$ cat src/rtl/cke_pm_pkg.sv
package cke_pm_pkg;

  typedef struct packed {
    logic csN;
    logic rasN;
    logic casN;
    logic weN;
  } sdramCmd_t;

  localparam sdramCmd_t CMD_NOP = '{csN: 1'b0, rasN: 1'b1, casN: 1'b1, weN: 1'b1};

  typedef enum logic [1:0] {
    ST_ACTIVE = 2'd0,
    ST_HOLD   = 2'd1,
    ST_DOWN   = 2'd2,
    ST_WAKE   = 2'd3
  } pmState_t;

  // strobes from control to datapath
  typedef struct packed {
    logic cntClear;
    logic cntRun;
    logic forceNop;
    logic ckeLow;
  } pmStrobe_t;

endpackage

$ cat src/rtl/cke_pm_datapath.sv
module cke_pm_datapath
  import cke_pm_pkg::*;
#(
  parameter int REFRESH_LIMIT  = 1000,
  parameter int RECOVER_CYCLES = 3
) (
  input  logic      clk,
  input  logic      rstN,
  input  pmStrobe_t strobe,
  input  sdramCmd_t mcCmd,
  output sdramCmd_t pinCmd,
  output logic      pinCke,
  output logic      pdExpire,
  output logic      wakeDone
);

  localparam int CNT_MAX = (REFRESH_LIMIT > RECOVER_CYCLES) ? REFRESH_LIMIT : RECOVER_CYCLES;
  localparam int CNT_W   = $clog2(CNT_MAX + 1);
  localparam logic [CNT_W-1:0] EXPIRE_AT = CNT_W'(REFRESH_LIMIT - 1);
  localparam logic [CNT_W-1:0] WAKE_AT   = CNT_W'(RECOVER_CYCLES - 1);

  logic [CNT_W-1:0] cycleCnt;

  // shared counter: power-down length, then recovery length
  always_ff @(posedge clk or negedge rstN) begin
    if (!rstN) begin
      cycleCnt <= '0;
    end else if (strobe.cntClear) begin
      cycleCnt <= '0;
    end else if (strobe.cntRun && (cycleCnt != {CNT_W{1'b1}})) begin
      cycleCnt <= cycleCnt + 1'b1;
    end
  end

  assign pdExpire = (cycleCnt == EXPIRE_AT);
  assign wakeDone = (cycleCnt == WAKE_AT);

  assign pinCmd = strobe.forceNop ? CMD_NOP : mcCmd;
  assign pinCke = ~strobe.ckeLow;

endmodule

$ cat src/rtl/cke_pm_control.sv
module cke_pm_control
  import cke_pm_pkg::*;
(
  input  logic      clk,
  input  logic      rstN,
  input  logic      pdReq,
  input  logic      banksIdle,
  input  logic      pdExpire,
  input  logic      wakeDone,
  output pmStrobe_t strobe,
  output logic      pdAck,
  output logic      ready,
  output logic      refreshDue
);

  pmState_t state, stateNext;
  logic     armed, armedNext;
  logic     forcedWake;
  logic     dueReg;

  always_comb begin
    stateNext  = state;
    forcedWake = 1'b0;
    unique case (state)
      ST_ACTIVE: begin
        if (pdReq && armed) begin
          stateNext = banksIdle ? ST_DOWN : ST_HOLD;
        end
      end
      ST_HOLD: begin
        if (!pdReq) begin
          stateNext = ST_ACTIVE;
        end else if (banksIdle) begin
          stateNext = ST_DOWN;
        end
      end
      ST_DOWN: begin
        if (pdExpire) begin
          stateNext  = ST_WAKE;
          forcedWake = 1'b1;
        end else if (!pdReq) begin
          stateNext = ST_WAKE;
        end
      end
      ST_WAKE: begin
        if (wakeDone) begin
          stateNext = ST_ACTIVE;
        end
      end
      default: stateNext = ST_ACTIVE;
    endcase
  end

  // a forced wake disarms the request until the host lets it go
  always_comb begin
    armedNext = armed;
    if (forcedWake && pdReq) begin
      armedNext = 1'b0;
    end else if (!pdReq) begin
      armedNext = 1'b1;
    end
  end

  always_ff @(posedge clk or negedge rstN) begin
    if (!rstN) begin
      state  <= ST_ACTIVE;
      armed  <= 1'b1;
      dueReg <= 1'b0;
    end else begin
      state  <= stateNext;
      armed  <= armedNext;
      dueReg <= forcedWake;
    end
  end

  always_comb begin
    strobe.cntClear = (stateNext != state) &&
                      ((stateNext == ST_DOWN) || (stateNext == ST_WAKE));
    strobe.cntRun   = (state == ST_DOWN) || (state == ST_WAKE);
    strobe.forceNop = (state == ST_DOWN) || (state == ST_WAKE);
    strobe.ckeLow   = (state == ST_DOWN);
  end

  assign pdAck      = (state == ST_DOWN);
  assign ready      = (state == ST_ACTIVE) && !(pdReq && armed);
  assign refreshDue = dueReg;

endmodule

$ cat src/rtl/cke_power_manager.sv
module cke_power_manager
  import cke_pm_pkg::*;
#(
  parameter int REFRESH_LIMIT  = 1000,
  parameter int RECOVER_CYCLES = 3
) (
  input  logic clk,
  input  logic rstN,
  input  logic pdReq,
  input  logic banksIdle,
  input  logic mcCsN,
  input  logic mcRasN,
  input  logic mcCasN,
  input  logic mcWeN,
  output logic pdAck,
  output logic ready,
  output logic refreshDue,
  output logic cke,
  output logic csN,
  output logic rasN,
  output logic casN,
  output logic weN
);

  pmStrobe_t strobe;
  sdramCmd_t mcCmd, pinCmd;
  logic      pdExpire, wakeDone;

  assign mcCmd = '{csN: mcCsN, rasN: mcRasN, casN: mcCasN, weN: mcWeN};

  cke_pm_control u_control (
    .clk        (clk),
    .rstN       (rstN),
    .pdReq      (pdReq),
    .banksIdle  (banksIdle),
    .pdExpire   (pdExpire),
    .wakeDone   (wakeDone),
    .strobe     (strobe),
    .pdAck      (pdAck),
    .ready      (ready),
    .refreshDue (refreshDue)
  );

  cke_pm_datapath #(
    .REFRESH_LIMIT  (REFRESH_LIMIT),
    .RECOVER_CYCLES (RECOVER_CYCLES)
  ) u_datapath (
    .clk      (clk),
    .rstN     (rstN),
    .strobe   (strobe),
    .mcCmd    (mcCmd),
    .pinCmd   (pinCmd),
    .pinCke   (cke),
    .pdExpire (pdExpire),
    .wakeDone (wakeDone)
  );

  assign csN  = pinCmd.csN;
  assign rasN = pinCmd.rasN;
  assign casN = pinCmd.casN;
  assign weN  = pinCmd.weN;

endmodule

$ cat config.mk
export PLATFORM = sky130hd
export DESIGN_NAME = cke_power_manager
export DESIGN_NICKNAME = d
export VERILOG_FILES = /design/src/rtl/cke_pm_pkg.sv /design/src/rtl/cke_pm_datapath.sv /design/src/rtl/cke_pm_control.sv /design/src/rtl/cke_power_manager.sv
export SDC_FILE = /design/constraint.sdc
export NUM_CORES = 1
export LEC_CHECK = 0
export ABC_AREA = 1
export BUFFER_PORTS_ARGS = -buffer_cell sky130_fd_sc_hd__buf_2
export CAP_MARGIN = 20
export CELL_PAD_IN_SITES_DETAIL_PLACEMENT = 0
export CELL_PAD_IN_SITES_GLOBAL_PLACEMENT = 2
export CORE_MARGIN = 2
export CORE_UTILIZATION = 31
export CTS_CLUSTER_DIAMETER = 50
export DETAILED_ROUTE_END_ITERATION = 7
export PLACE_DENSITY = 0.87
export RECOVER_POWER = 25
export SLEW_MARGIN = 40
export SYNTH_ARGS = -nofsm -noshare
export SYNTH_HDL_FRONTEND = slang
export SYNTH_SLANG_ARGS = --single-unit
$ cat constraint.sdc
create_clock -name clk -period 1.9 [get_ports clk]
set_clock_uncertainty 0.15 [all_clocks]
set_input_delay 0.19 -clock clk [delete_from_list [all_inputs] [get_ports clk]]
set_output_delay 0.19 -clock clk [all_outputs]
set_load 0.01 [all_outputs]
## Word-level counts from Yosys, hierarchy flattened

Index checks and enable logic that the tools add are counted.

- Bits in registers: 14
- Input bits: 8
- Output and inout bits: 8
- Logic and storage cells: 41

- Bitwise gates (word level): 1
- Equality and inequality tests: 10
- $add $sub $neg: 1
- Reductions and logical operators: 10
- Muxes and demuxes: 15

Operators by type and width:

| kind | number |
|---|---|
| 10-bit two-way mux | 2 |
| 2-bit two-way mux | 7 |
| 10-bit by 1-bit adder with 10-bit output (second input constant) | 1 |
| 10-bit equality test (second input constant) | 1 |
| 10-bit by 2-bit equality test with 1-bit output (second input constant) | 1 |
| 10-bit inequality test (second input constant) | 1 |
| 2-bit equality test (second input constant) | 4 |
| 2-bit one-hot mux with 4 select lines | 1 |
| 1-bit logical AND | 5 |
| 1-bit two-way mux | 4 |
| 4-bit two-way mux | 1 |
| 2-bit by 1-bit equality test with 1-bit output (second input constant) | 1 |
| 2-bit logical NOT | 1 |
| 1-bit logical OR | 2 |
| 2-bit by 1-bit inequality test with 1-bit output (second input constant) | 1 |
| 2-bit inequality test | 1 |
| 2-bit nonzero test | 1 |
| 1-bit logical NOT | 1 |
| 1-bit inverter | 1 |

## Logic depth before layout (Yosys ltp)

- Word-level depth: 7
- Mapped depth: 10
- Gate-level depth less buffers: 10

## Modules after synthesis

From an unflattened synthesis, not the netlist that was laid out.

- Cell total of the unflattened synthesis: 140
- Area, all modules: 965.9 um2

By module, submodules not included:

| module | cells an instance | sequential area each (um2) | area each (um2) | times used |
|---|---|---|---|---|
| cke_pm_datapath | 102 | 250.2 | 690.7 | 1 |
| cke_pm_control | 38 | 101.3 | 275.3 | 1 |

## Worst setup path after synthesis

OpenSTA, ideal clock, no wires.

- Path type: register to register
- From: register u_datapath.cycleCnt[0]
- To: register u_datapath.cycleCnt[2]
- Required time: 1.624 ns
- Arrival: 1.268 ns
- Path buffers: 0
- Setup time: 0.126 ns
- Stages on the path, launching flop included: 10
- Period minus slack after synthesis: 1.544 ns
- Path slack: 0.356 ns
- Cells stage by stage: dfrtp_1 -> ha_1 -> nand2_1 -> nor2_1 -> nand3_1 -> nand2_4 -> inv_2 -> nand2_1 -> xor2_1 -> a21oi_1

- Longest elaborated chain between the ends: 7
- Elaborated cells between the ends (all ways): 16
- Classes of those cells: add/sub (1); eq/ne (6); mux (5); reduce/logical (4)

Ends and longest elaborated chain:

| item | line | text |
|---|---|---|
| start: declaration | cke_pm_datapath.sv:22 | `logic [CNT_W-1:0] cycleCnt;` |
| start signal: assignment | cke_pm_datapath.sv:31 | `cycleCnt <= cycleCnt + 1'b1;` |
| 10-bit by 2-bit equality test with 1-bit output or 10-bit equality test (tied branches) | cke_pm_datapath.sv:36, cke_pm_datapath.sv:35 |  |
| 2-bit two-way mux (on tied branches) | cke_pm_control.sv:46, cke_pm_control.sv:38 |  |
| 2-bit one-hot mux with 4 select lines | cke_pm_control.sv:24 | `unique case (state)` |
| 2-bit equality test | cke_pm_control.sv:78 | `((stateNext == ST_DOWN) \|\| (stateNext == ST_WAKE));` |
| 1-bit logical OR | cke_pm_control.sv:78 |  |
| 1-bit logical AND | cke_pm_control.sv:77 | `strobe.cntClear = (stateNext != state) &&` |
| 10-bit two-way mux or 2-bit nonzero test (tied branches) | -- |  |

Several ways; a longest one is shown, not always the timed one. The select of a mux whose other input is x is not followed.
A chain may end at the register's enable or synchronous reset.

## Worst setup path in the final report

Same ends and word-level chain as after synthesis.

==> results.md <==
* Status: finished clean
* Hold Vio Cnt, Final at 0
* Synth cell types at 27
* First-pass GRT wire length at 3284 um
* Place WS at 0.1953 ns
* # rows at 20
* CP Cell Sequence: ha_1 -> nand2_1 -> nor2_1 -> nand2_1 -> nor2_1 -> nor2_2 -> nand4_4 -> a21oi_1
* Final Util at 36.85%
* Routed len/inst at 10.60 um
* Vias in the first global route at 758
* Mapped Area at 944.7 sq um
* Clock Pin Slew Worst Setup and Hold Paths at 0.09 ns
* Crit path buf inv count at 0
* DRT Pass-1 Iters at 4
* Htree depth at 1
* Placed insts at 172
* Worst Hold Path EP: u_control.state[0]$_DFF_PN0_
* Worst-case clock buffer depth at 2
* Final std cells w/o fill at 178
* Largest net degree at the start of global routing at 15
* Worst Path Required at 1.96 ns
* Adder-cell share of the synthesized area at 2.649%
* Simple-gate area share of the yosys netlist at 30.86%
* Vias after detailed routing at 821
* Hold path depth at 4
* Static Leakage at 0.5320 nW
* Final Critical Period at 1.706 ns
* Core region area at 0.002978 sq mm
* Commonest non-fill, non-tap cell in the layout: nand2_1
* Antenna-violating nets left at 0
* Register area share after synthesis at 37.22%
* Slowest-stage cell, CP: dfrtp_1
* Mux cell area share after synthesis at 0%
* TritonCTS Buffers at 3
* Commonest non-fill, non-tap cells in the layout: 28 x nand2_1, 15 x inv_1, 14 x buf_2
* Yosys reg bits at 14
* Largest family of logic cells by synthesized area: simple AND/OR/NAND/NOR gates
* Post-synthesis compound-gate area fraction at 12.85%
* CTS sink cnt at 14
* Crit path launch type: flop
* Xor and xnor area share after synthesis at 5.563%
* Initial Util at 31.72%
* Class of the worst hold path: input port to flop
* Unrepaired setup endpoints after global routing: no
* Clk Latency, worst-skew pair at 0.28 ns
* DIE AREA at 0.003505 sq mm
* Power per Cell Area at 1099 mW/mm^2
* NumNets Final at 156
* Peak per-stage delay on the critical path at 0.42 ns
* Port Buffers at 15
* Top delay family on crit path: simple AND/OR/NAND/NOR gates
* Final setup viols at 0
* Max Clk Rate at 586.0 MHz
* Worst vdd ir at 0.4854 mV
* RR Endpoint: u_datapath.cycleCnt[2]$_DFFE_PN0P_
* Post-detail-place hpwl at 1519 um
* Area Overhead vs Synth at 16.16%
* Setup TNS at 0 ns
* Fillcell total at 324
* Ratio of cells with drive above 1 in the final layout at 24.83%
* Multi-input combinational cell area at 494.2 sq um
* Slew HR at 47.79%
* Die height at 59.20 um
* Worst setup EP type: flop
* Crit path DAT at 1.77 ns
* Initial antenna violation count at 0
* Crit path kind: flop to flop
* Final wirelength at 1886 um
* Syn avg cell area at 7.497 sq um
* Reg area at 351.6 sq um
* DRC viols at 0
* Worst-path fanout max at 10
* Post-synthesis cell count at 126
* Drt via density at 4.612
* Total track usage at 12.49%
* Worst slew pin tran at 0.7831 ns
* Max cap viols at 0
* Slew Viols, Final at 0
* Total grt overflow at 0
* Die Width at 59.20 um
* R2r startpoint: u_datapath.cycleCnt[0]$_DFFE_PN0P_
* Crit share post-route at 89.81%
* YS warnings at 0
* Hold WS at 0.09073 ns
* Worst r2r path cells at 8
* Initial DRC count at 21
* Inserted Diodes at 0
* Root Driver: clkbuf_4
* I/O pins at 16
* GPL Wtd Cong at 0.7567
* Flop2flop setup slack at 0.19 ns
* CTS tree: built
* Hold Crit Start: banksIdle
* Post-synth net total at 136
* Final worst slack at 0.1935 ns
worst max path at each step:
stage | cells after the start | from | slack, ns | endpoint
CTS | 8 | u_datapath.cycleCnt[0]$_DFFE_PN0P_ | 0.18 | u_datapath.cycleCnt[2]$_DFFE_PN0P_
global route | 8 | u_datapath.cycleCnt[0]$_DFFE_PN0P_ | 0.01 | u_datapath.cycleCnt[5]$_DFFE_PN0P_
global placement | 9 | u_datapath.cycleCnt[0]$_DFFE_PN0P_ | 0.22 | u_datapath.cycleCnt[2]$_DFFE_PN0P_
detailed placement | 8 | u_datapath.cycleCnt[0]$_DFFE_PN0P_ | 0.20 | u_datapath.cycleCnt[2]$_DFFE_PN0P_
finish | 8 | u_datapath.cycleCnt[0]$_DFFE_PN0P_ | 0.19 | u_datapath.cycleCnt[2]$_DFFE_PN0P_
floorplan | 9 | u_datapath.cycleCnt[0]$_DFFE_PN0P_ | 0.36 | u_datapath.cycleCnt[2]$_DFFE_PN0P_
registers in the layout (all words and copies together) (netlist names):
register / flops
u_control.armed: 1
u_datapath.cycleCnt: 10
u_control.state: 2
u_control.refreshDue: 1
worst register-to-register path: cells and delay by family (launching register included):
family                   cells  cell delay (ns)
adder cells (fa/ha/maj)      1             0.24
AO/OA/AOI/OAI                1             0.19
flip-flops                   1             0.42
AND/OR/NAND/NOR              6             0.65
stage by stage:
| step | total power, W | cell area [sq um] |
|---|---|---|
| 2_1_floorplan | 0.0008863 | 944.7 |
| 3_3_place_gp | 0.0009894 | 1039 |
| 3_5_place_dp | 0.0009980 | 1039 |
| 4_1_cts | 0.001216 | 1095 |
| 5_1_grt | 0.001335 | 1097 |
| 6_report | 0.001206 | 1097 |
synthesized netlist by cell type:
| master | count | share of area [%] |
|---|---|---|
| nand2_1 | 28 | 11 |
| inv_1 | 15 | 6.0 |
| dfrtp_1 | 13 | 34 |
| a21oi_1 | 11 | 5.8 |
| nor2_1 | 11 | 4.4 |
| nand3_1 | 6 | 3.2 |
| xor2_1 | 6 | 5.6 |
| inv_2 | 4 | 1.6 |
| o21ai_0 | 4 | 2.1 |
| nor2_2 | 3 | 2.0 |
| nor3_1 | 3 | 1.6 |
| o21ai_1 | 3 | 1.6 |
| or2_2 | 3 | 2.0 |
| buf_6 | 2 | 2.4 |
| ha_1 | 2 | 2.6 |
| a21boi_0 | 1 | 0.79 |
| a21oi_4 | 1 | 1.7 |
| clkinv_1 | 1 | 0.40 |
| clkinv_2 | 1 | 0.53 |
| dfstp_2 | 1 | 2.8 |
| nand2_2 | 1 | 0.66 |
| nand2_4 | 1 | 1.2 |
| nand4_1 | 1 | 0.66 |
| nand4_4 | 1 | 2.3 |
| nor2_4 | 1 | 1.2 |
| o21a_1 | 1 | 0.79 |
| or2_1 | 1 | 0.66 |
area by class of cell:
type | instances | area share, %
Multi-Input combinational cell | 89 | 45.04
Tap cell | 33 | 3.763
Timing Repair Buffer | 17 | 8.552
Inverter | 21 | 7.298
Clock buffer | 4 | 3.307
Sequential cell | 14 | 32.04
power breakdown:
| part | switching [W] | total, W | internal, W |
|---|---|---|---|
| logic | 0.000343 | 0.000551 | 0.000208 |
| clock network | 0.0000996 | 0.000216 | 0.000117 |
| registers | 0.0000919 | 0.000438 | 0.000347 |
| total | 0.000535 | 0.00121 | 0.000671 |
what timing repair did:
| item | in CTS | in global routing |
|---|---|---|
| endpoints found under the hold margin | 15 | 0 |
| endpoints found under the setup margin | 0 | 1 |
| hold buffers | 2 | 0 |
| buffers inserted | 0 | 0 |
| gates resized for setup | 0 | 1 |
logic make-up (layout without fill, tap and decap cells):
family	count (synthesis)	count (layout)
AO/OA/AOI/OAI	21	21
XOR/XNOR	6	6
adder cells (fa/ha/maj)	2	2
buffers and inverters	23	42
flip-flops	14	14
AND/OR/NAND/NOR	60	60
layer usage:
| layer | wire length, um | vias to the layer above | share of wire [%] | track usage (%) |
|---|---|---|---|---|
| li1 | - | 432 | - | - |
| met1 | 874 | 370 | 46 | 15.24 |
| met2 | 953 | 17 | 51 | 21.82 |
| met3 | 43 | 2 | 2.3 | 1.310 |
| met4 | 15 | 0 | 0.80 | 5.844 |
| met5 | 0 | - | 0 | 0 |
No activity file was read; power rests on OpenSTA's default activity.
